[src/rtl/dpp_pkg.sv]
`timescale 1ns/1ps
package dpp_pkg;
  localparam int WORD_W = 32;
  localparam int UCNT_W = 3;
  localparam logic [7:0] WR_KEY = 8'h5A;
  localparam logic [7:0] RD_KEY = 8'hA5;
  // domain-relative byte offsets; the password block must be aligned to its size
  localparam int OFF_CTL = 'h00;
  localparam int OFF_STS = 'h04;
  localparam int OFF_PW0 = 'h10;

  typedef enum logic [1:0] {OP_IDLE, OP_CMP, OP_UPD} op_e;

  typedef struct packed {
    logic ie;    // interrupt enable (secure only)
    logic wdis;  // debugger writes to this domain blocked
    logic adis;  // all debugger access blocked (secure only)
  } cfg_t;
endpackage

[src/rtl/dpp_busy_timer.sv]
`timescale 1ns/1ps
module dpp_busy_timer #(
  parameter int CYC = 4
) (
  input  logic clk,
  input  logic rst,
  input  logic start,
  output logic busy_o,
  output logic done_o
);
  localparam int CNT_W = (CYC > 1) ? $clog2(CYC) : 1;

  logic             busy_q;
  logic [CNT_W-1:0] cnt_q;

  always_ff @(posedge clk) begin
    if (rst) begin
      busy_q <= 1'b0;
      cnt_q  <= '0;
    end else if (start && !busy_q) begin
      busy_q <= 1'b1;
      cnt_q  <= CNT_W'(CYC - 1);
    end else if (busy_q) begin
      if (cnt_q == '0) busy_q <= 1'b0;
      else             cnt_q  <= cnt_q - CNT_W'(1);
    end
  end

  assign busy_o = busy_q;
  assign done_o = busy_q && (cnt_q == '0);

  // a window never exceeds OP_CYC cycles
  a_r5_cnt_range: assert property (@(posedge clk) disable iff (rst)
    busy_q |-> (cnt_q <= CNT_W'(CYC - 1)));
  // an accepted start opens a full-length window
  a_r5_start_load: assert property (@(posedge clk) disable iff (rst)
    (start && !busy_q) |=> (busy_q && cnt_q == CNT_W'(CYC - 1)));
endmodule

[src/rtl/dpp_domain.sv]
`timescale 1ns/1ps
module dpp_domain import dpp_pkg::*; #(
  parameter bit IS_SEC   = 1'b1,
  parameter int PW_WORDS = 4,
  parameter int MAX_FAIL = 3,
  parameter int OP_CYC   = 4,
  parameter logic [PW_WORDS*WORD_W-1:0] PW_INIT = '0
) (
  input  logic                        clk,
  input  logic                        rst,
  input  logic                        por,
  input  logic                        wr_ctl,
  input  logic                        wr_sts,
  input  logic                        wr_pw,
  input  logic [$clog2(PW_WORDS)-1:0] pw_sel,
  input  logic [WORD_W-1:0]           wdata,
  output logic [WORD_W-1:0]           ctl_rd_o,
  output logic [WORD_W-1:0]           sts_rd_o,
  output logic                        busy_o,
  output logic                        err_o,
  output logic                        open_o,
  output cfg_t                        cfg_o
);
  localparam int PW_W    = PW_WORDS * WORD_W;
  localparam int FC_W    = $clog2(MAX_FAIL + 1);
  localparam int UPD_MAX = (1 << UCNT_W) - 1;

  logic hard;
  assign hard = rst | por;

  // non-volatile state: cleared only by cold reset
  logic [PW_W-1:0]   pw_q;
  logic              lock_q, dis_q, pwok_q;
  logic [FC_W-1:0]   fail_q;
  logic [UCNT_W-1:0] ucnt_q;
  // volatile state
  logic              err_q, uok_q;
  cfg_t              cfg_q;
  op_e               op_q;
  logic [WORD_W-1:0] stage_q [PW_WORDS];
  logic [PW_W-1:0]   stage_flat;

  logic busy, done, key_ok, ctl_ok, fmax, start_cmp, start_upd, match;

  dpp_busy_timer #(.CYC(OP_CYC)) u_tmr (
    .clk(clk), .rst(hard), .start(start_cmp | start_upd),
    .busy_o(busy), .done_o(done)
  );

  assign key_ok    = (wdata[31:24] == WR_KEY);
  assign ctl_ok    = wr_ctl && !busy && key_ok;
  assign fmax      = (fail_q == FC_W'(MAX_FAIL));
  assign start_cmp = ctl_ok && wdata[2] && !fmax;
  assign start_upd = ctl_ok && wdata[3] && !wdata[2] && (ucnt_q != UCNT_W'(UPD_MAX));
  assign match     = (pw_q == stage_flat);

  always_comb begin
    for (int i = 0; i < PW_WORDS; i++) stage_flat[i*WORD_W +: WORD_W] = stage_q[i];
  end

  always_ff @(posedge clk) begin
    if (hard) begin
      for (int i = 0; i < PW_WORDS; i++) stage_q[i] <= '0;
    end else if (wr_pw && !busy) begin
      stage_q[pw_sel] <= wdata;
    end
  end

  always_ff @(posedge clk) begin
    if (por) begin
      pw_q   <= PW_INIT;
      lock_q <= 1'b0;
      dis_q  <= 1'b0;
      pwok_q <= 1'b0;
      fail_q <= '0;
      ucnt_q <= '0;
    end else begin
      if (ctl_ok && wdata[0]) dis_q  <= 1'b1;
      if (ctl_ok && wdata[1]) lock_q <= 1'b1;
      if (done && op_q == OP_CMP) begin
        if (match)      pwok_q <= 1'b1;
        else if (!fmax) fail_q <= fail_q + FC_W'(1);
      end
      if (done && op_q == OP_UPD) begin
        pw_q   <= stage_flat;
        ucnt_q <= ucnt_q + UCNT_W'(1);
      end
    end
  end

  always_ff @(posedge clk) begin
    if (hard) begin
      err_q <= 1'b0;
      uok_q <= 1'b0;
      cfg_q <= '0;
      op_q  <= OP_IDLE;
    end else begin
      if (ctl_ok) cfg_q <= '{ie: IS_SEC & wdata[8], wdis: wdata[12], adis: IS_SEC & wdata[13]};
      if (start_cmp)      op_q <= OP_CMP;
      else if (start_upd) op_q <= OP_UPD;
      else if (done)      op_q <= OP_IDLE;
      if (done && op_q == OP_CMP && !match) err_q <= 1'b1;
      else if (wr_sts && !busy && wdata[4]) err_q <= 1'b0;
      if (done && op_q == OP_UPD)           uok_q <= 1'b1;
      else if (wr_sts && !busy && wdata[5]) uok_q <= 1'b0;
    end
  end

  assign ctl_rd_o = {RD_KEY, 10'b0, cfg_q.adis, cfg_q.wdis, 3'b0, cfg_q.ie, 4'b0,
                     busy && op_q == OP_UPD, busy && op_q == OP_CMP, lock_q, dis_q};
  assign sts_rd_o = busy ? 32'h1 :
                    {13'b0, pwok_q, lock_q, dis_q, 5'b0, ucnt_q, 1'b0, fmax, uok_q, err_q, 4'b0};
  assign busy_o   = busy;
  assign err_o    = err_q;
  assign open_o   = !dis_q || pwok_q;
  assign cfg_o    = cfg_q;

  // set-only bits survive everything but cold reset
  a_r3_lock_sticky: assert property (@(posedge clk) disable iff (por) lock_q |=> lock_q);
  a_r3_dis_sticky:  assert property (@(posedge clk) disable iff (por) dis_q |=> dis_q);
  // password OK holds until cold reset
  a_r4_pwok_sticky: assert property (@(posedge clk) disable iff (por) pwok_q |=> pwok_q);
  // a keyless control write leaves the configuration untouched
  a_r2_no_key: assert property (@(posedge clk) disable iff (hard)
    (wr_ctl && !key_ok) |=> $stable(cfg_q));
  // no compare starts once the failure limit is reached
  a_r7_no_cmp_at_max: assert property (@(posedge clk) disable iff (hard)
    (fmax && !busy) |=> !(busy && op_q == OP_CMP));
  // update count saturates
  a_r8_cnt_hold: assert property (@(posedge clk) disable iff (por)
    (ucnt_q == UCNT_W'(UPD_MAX)) |=> (ucnt_q == UCNT_W'(UPD_MAX)));
endmodule

[src/rtl/dbg_pwd_guard.sv]
`timescale 1ns/1ps
module dbg_pwd_guard import dpp_pkg::*; #(
  parameter int ADDR_W   = 7,
  parameter int PW_WORDS = 4,
  parameter int MAX_FAIL = 3,
  parameter int OP_CYC   = 4
) (
  input  logic              clk,
  input  logic              rst,
  input  logic              por,
  input  logic              bus_sel,
  input  logic              bus_wr,
  input  logic              bus_dbg,
  input  logic [ADDR_W-1:0] bus_addr,
  input  logic [31:0]       bus_wdata,
  output logic [31:0]       bus_rdata,
  output logic              irq_o,
  output logic [1:0]        dbg_open_o
);
  localparam int OFF_W = ADDR_W - 1;
  localparam int IDX_W = $clog2(PW_WORDS);
  localparam int HI_W  = OFF_W - IDX_W - 2;

  logic              dom;
  logic [OFF_W-1:0]  off;
  logic              is_ctl, is_sts, is_pw;
  logic              blk_all, wr_ok, irq_src, irq_q;
  logic [1:0]        wr_ctl, wr_sts, wr_pw, err, busy, open;
  logic [WORD_W-1:0] ctl_rd [2];
  logic [WORD_W-1:0] sts_rd [2];
  cfg_t              cfg [2];
  logic [WORD_W-1:0] rd_val;

  assign dom     = bus_addr[ADDR_W-1];
  assign off     = bus_addr[OFF_W-1:0];
  assign is_ctl  = (off == OFF_W'(OFF_CTL));
  assign is_sts  = (off == OFF_W'(OFF_STS));
  assign is_pw   = (off[OFF_W-1:IDX_W+2] == HI_W'(OFF_PW0 >> (IDX_W + 2))) && (off[1:0] == 2'b00);
  assign blk_all = bus_dbg && cfg[0].adis;
  assign wr_ok   = bus_sel && bus_wr && !blk_all && !(bus_dbg && cfg[dom].wdis);

  for (genvar g = 0; g < 2; g++) begin : g_dom
    logic hit;
    assign hit       = (dom == 1'(g));
    assign wr_ctl[g] = wr_ok && hit && is_ctl;
    assign wr_sts[g] = wr_ok && hit && is_sts;
    assign wr_pw[g]  = wr_ok && hit && is_pw;

    dpp_domain #(
      .IS_SEC(g == 0), .PW_WORDS(PW_WORDS), .MAX_FAIL(MAX_FAIL), .OP_CYC(OP_CYC)
    ) u_dom (
      .clk(clk), .rst(rst), .por(por),
      .wr_ctl(wr_ctl[g]), .wr_sts(wr_sts[g]), .wr_pw(wr_pw[g]),
      .pw_sel(off[IDX_W+1:2]), .wdata(bus_wdata),
      .ctl_rd_o(ctl_rd[g]), .sts_rd_o(sts_rd[g]),
      .busy_o(busy[g]), .err_o(err[g]), .open_o(open[g]), .cfg_o(cfg[g])
    );
  end

  assign irq_src = cfg[0].ie && (err[0] || err[1]);

  always_comb begin
    rd_val = '0;
    if (!blk_all) begin
      if (is_ctl)      rd_val = ctl_rd[dom];
      else if (is_sts) rd_val = sts_rd[dom] |
                                ((!dom && !busy[0]) ? {30'b0, irq_src, 1'b0} : 32'b0);
      else if (is_pw)  rd_val = '1;
    end
  end

  always_ff @(posedge clk) begin
    if (rst || por) begin
      bus_rdata <= '0;
      irq_q     <= 1'b0;
    end else begin
      if (bus_sel && !bus_wr) bus_rdata <= rd_val;
      irq_q <= irq_src;
    end
  end

  assign irq_o      = irq_q;
  assign dbg_open_o = open;

  // no interrupt without the enable
  a_r10_irq_needs_en: assert property (@(posedge clk) disable iff (rst || por)
    !cfg[0].ie |=> !irq_o);
  // a blocked debugger read returns zero
  a_r11_locked_read: assert property (@(posedge clk) disable iff (rst || por)
    (bus_sel && !bus_wr && bus_dbg && cfg[0].adis) |=> (bus_rdata == '0));
endmodule

[config.mk]
export PLATFORM = sky130hd
export DESIGN_NAME = dbg_pwd_guard
export DESIGN_NICKNAME = d
export VERILOG_FILES = /design/src/rtl/dpp_pkg.sv /design/src/rtl/dpp_busy_timer.sv /design/src/rtl/dpp_domain.sv /design/src/rtl/dbg_pwd_guard.sv
export SDC_FILE = /design/constraint.sdc
export NUM_CORES = 1
export LEC_CHECK = 0
export ABC_CLOCK_PERIOD_IN_PS = 5300
export BUFFER_PORTS_ARGS = -buffer_cell sky130_fd_sc_hd__clkbuf_2
export CORE_MARGIN = 2
export CORE_UTILIZATION = 30
export CTS_CLUSTER_SIZE = 14
export DETAILED_ROUTE_END_ITERATION = 12
export PLACE_DENSITY = 0.55
export SYNTH_ARGS = -nofsm -noshare
export SYNTH_HDL_FRONTEND = slang
export SYNTH_SLANG_ARGS = --single-unit
[constraint.sdc]
create_clock -name clk -period 5.3 [get_ports clk]
set_input_delay 1.06 -clock clk [delete_from_list [all_inputs] [get_ports clk]]
set_output_delay 1.06 -clock clk [all_outputs]
set_load 0.1 [all_outputs]
==> results.toml <==
[power]
p_leak_nw = 10.6
power.density_nw_per_um2 = 353
p_comb_frac = 0.038
p_int_w = 0.00729
vdd_drop_max_mv = 0.213
pwr-share-clk = 0.458
netSwitchingFraction = 0.223
switchingPower_w = 0.00209
seqPwrFrac = 0.504

[routing]
dr.pass1.iters = 6
drc = 0
wl_um = 65000
dr_total_vias = 16800
avgViaCountPerCell = 4.80
wl_per_cell_um = 18.6
ant_nets = 0
drt_iter0_drc = 1360

[min_path]
hold_path_depth = 2
min_path_type = "reg2reg"

[floorplan]
die_w_um = 282
die_h_um = 282
ios = 80
core_area_um2 = 76200
start_util = 0.304
row_count = 101
die_area_um2 = 79400

[worst_setup_path]
arrival_ns = 3.68
end_kind = "flip-flop"
path_class = "in2reg"
setup.worst_path.start_class = "primary input"
r2r_cells = 6
path_max_fanout = 28
crit_required_ns = 5.60

[placement]
place_area_um2 = 24600
place_inst = 3381
place.gp.congestion = 0.802
dp_hpwl_um = 41800
dp_worst_setup_slack_ns = 1.29
port_buffers = 79

[cells_and_area]
final_cells = 3491
stdcell_area_um2 = 26600
diodes = 0
syn_to_final_growth_pct = 14.8
final_nets = 2464
drive_gt1_frac = 0.0910
mostFrequentLayoutCell = "nand2_1"
layout_common_cells = "nand2_1, dfxtp_1, a21oi_1, xor2_1, edfxtp_1"

[logic_synthesis]
async_flop_share = 0
yosysTopAreaCell = "edfxtp_1"
syn-num-nets = 2447
seq_area_frac_synth = 0.598
yosysTopAreaCellShare = 0.332
netlist_instances = 2394
synth-edff-count = 256
synth-seq-cells = 564
netlist_area_um2 = 23200
synth_area_leaders = "edfxtp_1, dfxtp_1, nand2_1"
synth_top_flop_cell = "dfxtp_1"
synthDistinctLibCells = 47
avgSynthCellArea_um2 = 9.68
yosys_warnings = 0

[outcome]
status = "finished clean"

[sta]
max_freq_ghz = 0.296
layout_setup_ws_ns = 1.92
relSlewSlack = 0.208
clock_skew_ns = 0.0307
timing.final.crit_share = 0.638
setup_viol = 0
rsz0062_at_grt = "no"
tns_ns = 0
finalHoldViolCount = 0
fin_crit_ns = 3.38
slew_viol_final = 0
worst_pin_slew_ns = 1.18

[clock_network]
clock-root-buffer = "clkbuf_16"
cts_hold_buf = 0
cts_made_buffers = 58
post_cts_buffers = 0
clkSlewWorstSetupHoldPaths_ns = 0.06
clock_latency_ns = 0.62
cts_tree = "built"
clockBufferDepth = 3
cts_sinks = 564
post_cts_resized = 0
htree_levels = 2

[global_route]
first_global_vias = 16400
grt_pass1_wl_um = 98700
grt_antenna_before_repair = 1
grt_max_degree = 112
grt_overflow = 0
track_usage = 0.164

[flow_run]
cap_violations = 0
## final timing paths
check | from | to | slack [ns]
setup reg to reg | g_dom[1].u_dom.stage_q[0][0] | g_dom[1].u_dom.fail_q[0] | 2.12
hold reg to reg | g_dom[1].u_dom.pw_q[60] | g_dom[1].u_dom.pw_q[60] | 0.46
setup / recovery | bus_addr[6] | g_dom[0].u_dom.stage_q[2][10] | 1.92
hold / removal | g_dom[1].u_dom.pw_q[60] | g_dom[1].u_dom.pw_q[60] | 0.46
## critical path, stage by stage
cell	delay [ns]
clkbuf_2	0.47
mux2_4	0.37
o21ai_0	0.20
nand4_1	0.53
o21ai_4	0.76
buf_12	0.26
## registers in the layout, summed over array words and instances (netlist names)
signal                    flops
g_dom.u_dom.u_tmr.cnt_q       4
g_dom.u_dom.fail_q            4
g_dom.u_dom.dis_q             2
g_dom.u_dom.u_tmr.busy_o      2
g_dom.u_dom.lock_q            2
g_dom.u_dom.ucnt_q            6
g_dom.u_dom.pw_q            256
g_dom.u_dom.op_q              4
irq_o                         1
g_dom.u_dom.err_o             2
g_dom.u_dom.uok_q             2
g_dom.u_dom.pwok_q            2
g_dom.u_dom.stage_q         256
bus_rdata                    17
g_dom.u_dom.cfg_o             4
## cell families (layout without fill, tap and decap cells)
group	Yosys count	in the layout	share of synthesized area
adders and majority gates	8	8	0.00432
muxes	8	8	0.00378
and+or+nand+nor	995	995	0.178
buffers and inverters	221	288	0.0392
DFF	564	564	0.598
xor gates and xnor gates	258	258	0.0976
AOI/OAI and AO/OA	340	340	0.0787
## through the flow
stage | power (W) | util | hold WS, ns
after floorplan | 0.00499 | - | 0.436
after global placement | 0.00518 | 0.323 | 0.453
after detailed placement | 0.00518 | 0.323 | 0.458
after CTS | 0.00947 | 0.349 | 0.466
after global routing | 0.00967 | 0.349 | 0.478
final | 0.00939 | 0.349 | 0.464
## per-layer routing
metal	GRT usage	wire length (um)
met1	0.219	28500
met4	0.0514	1790
met2	0.268	30600
met5	0	13
met3	0.0285	4170
## cell type report
cell class              count  area (um^2)
fillers                  7654        49600
flip-flops and latches    564        13900
multi-input cells        1609         8550
clock buffers              89         1740
well taps                1030         1290
repair buffers            104          606
clock inverters            21          284
inverters                  74          278
## power by group through the flow
| stage | clock network, W | registers [W] | logic, W |
|---|---|---|---|
| after detailed placement | 0 | 0.00483 | 0.000355 |
| after CTS | 0.00438 | 0.00474 | 0.000356 |
| final | 0.00430 | 0.00474 | 0.000354 |
| after floorplan | 0 | 0.00481 | 0.000190 |
| after global placement | 0 | 0.00483 | 0.000355 |
| after global routing | 0.00455 | 0.00475 | 0.000378 |
## cell usage after synthesis, drive strengths merged (6+ instances only)
library cell and instances:
nor2b 10, edfxtp 256, nor2 236, xor2 256, inv 73, nor4 71
ha 8, buf 24, nor3b 7, a31oi 9, and3 6, a21oi 286
nand3 6, clkbuf 123, nand2 614, a22oi 9, nand2b 12, dfxtp 308
o21ai 16, nand4 20
No activity file was read; power rests on OpenSTA's default activity.
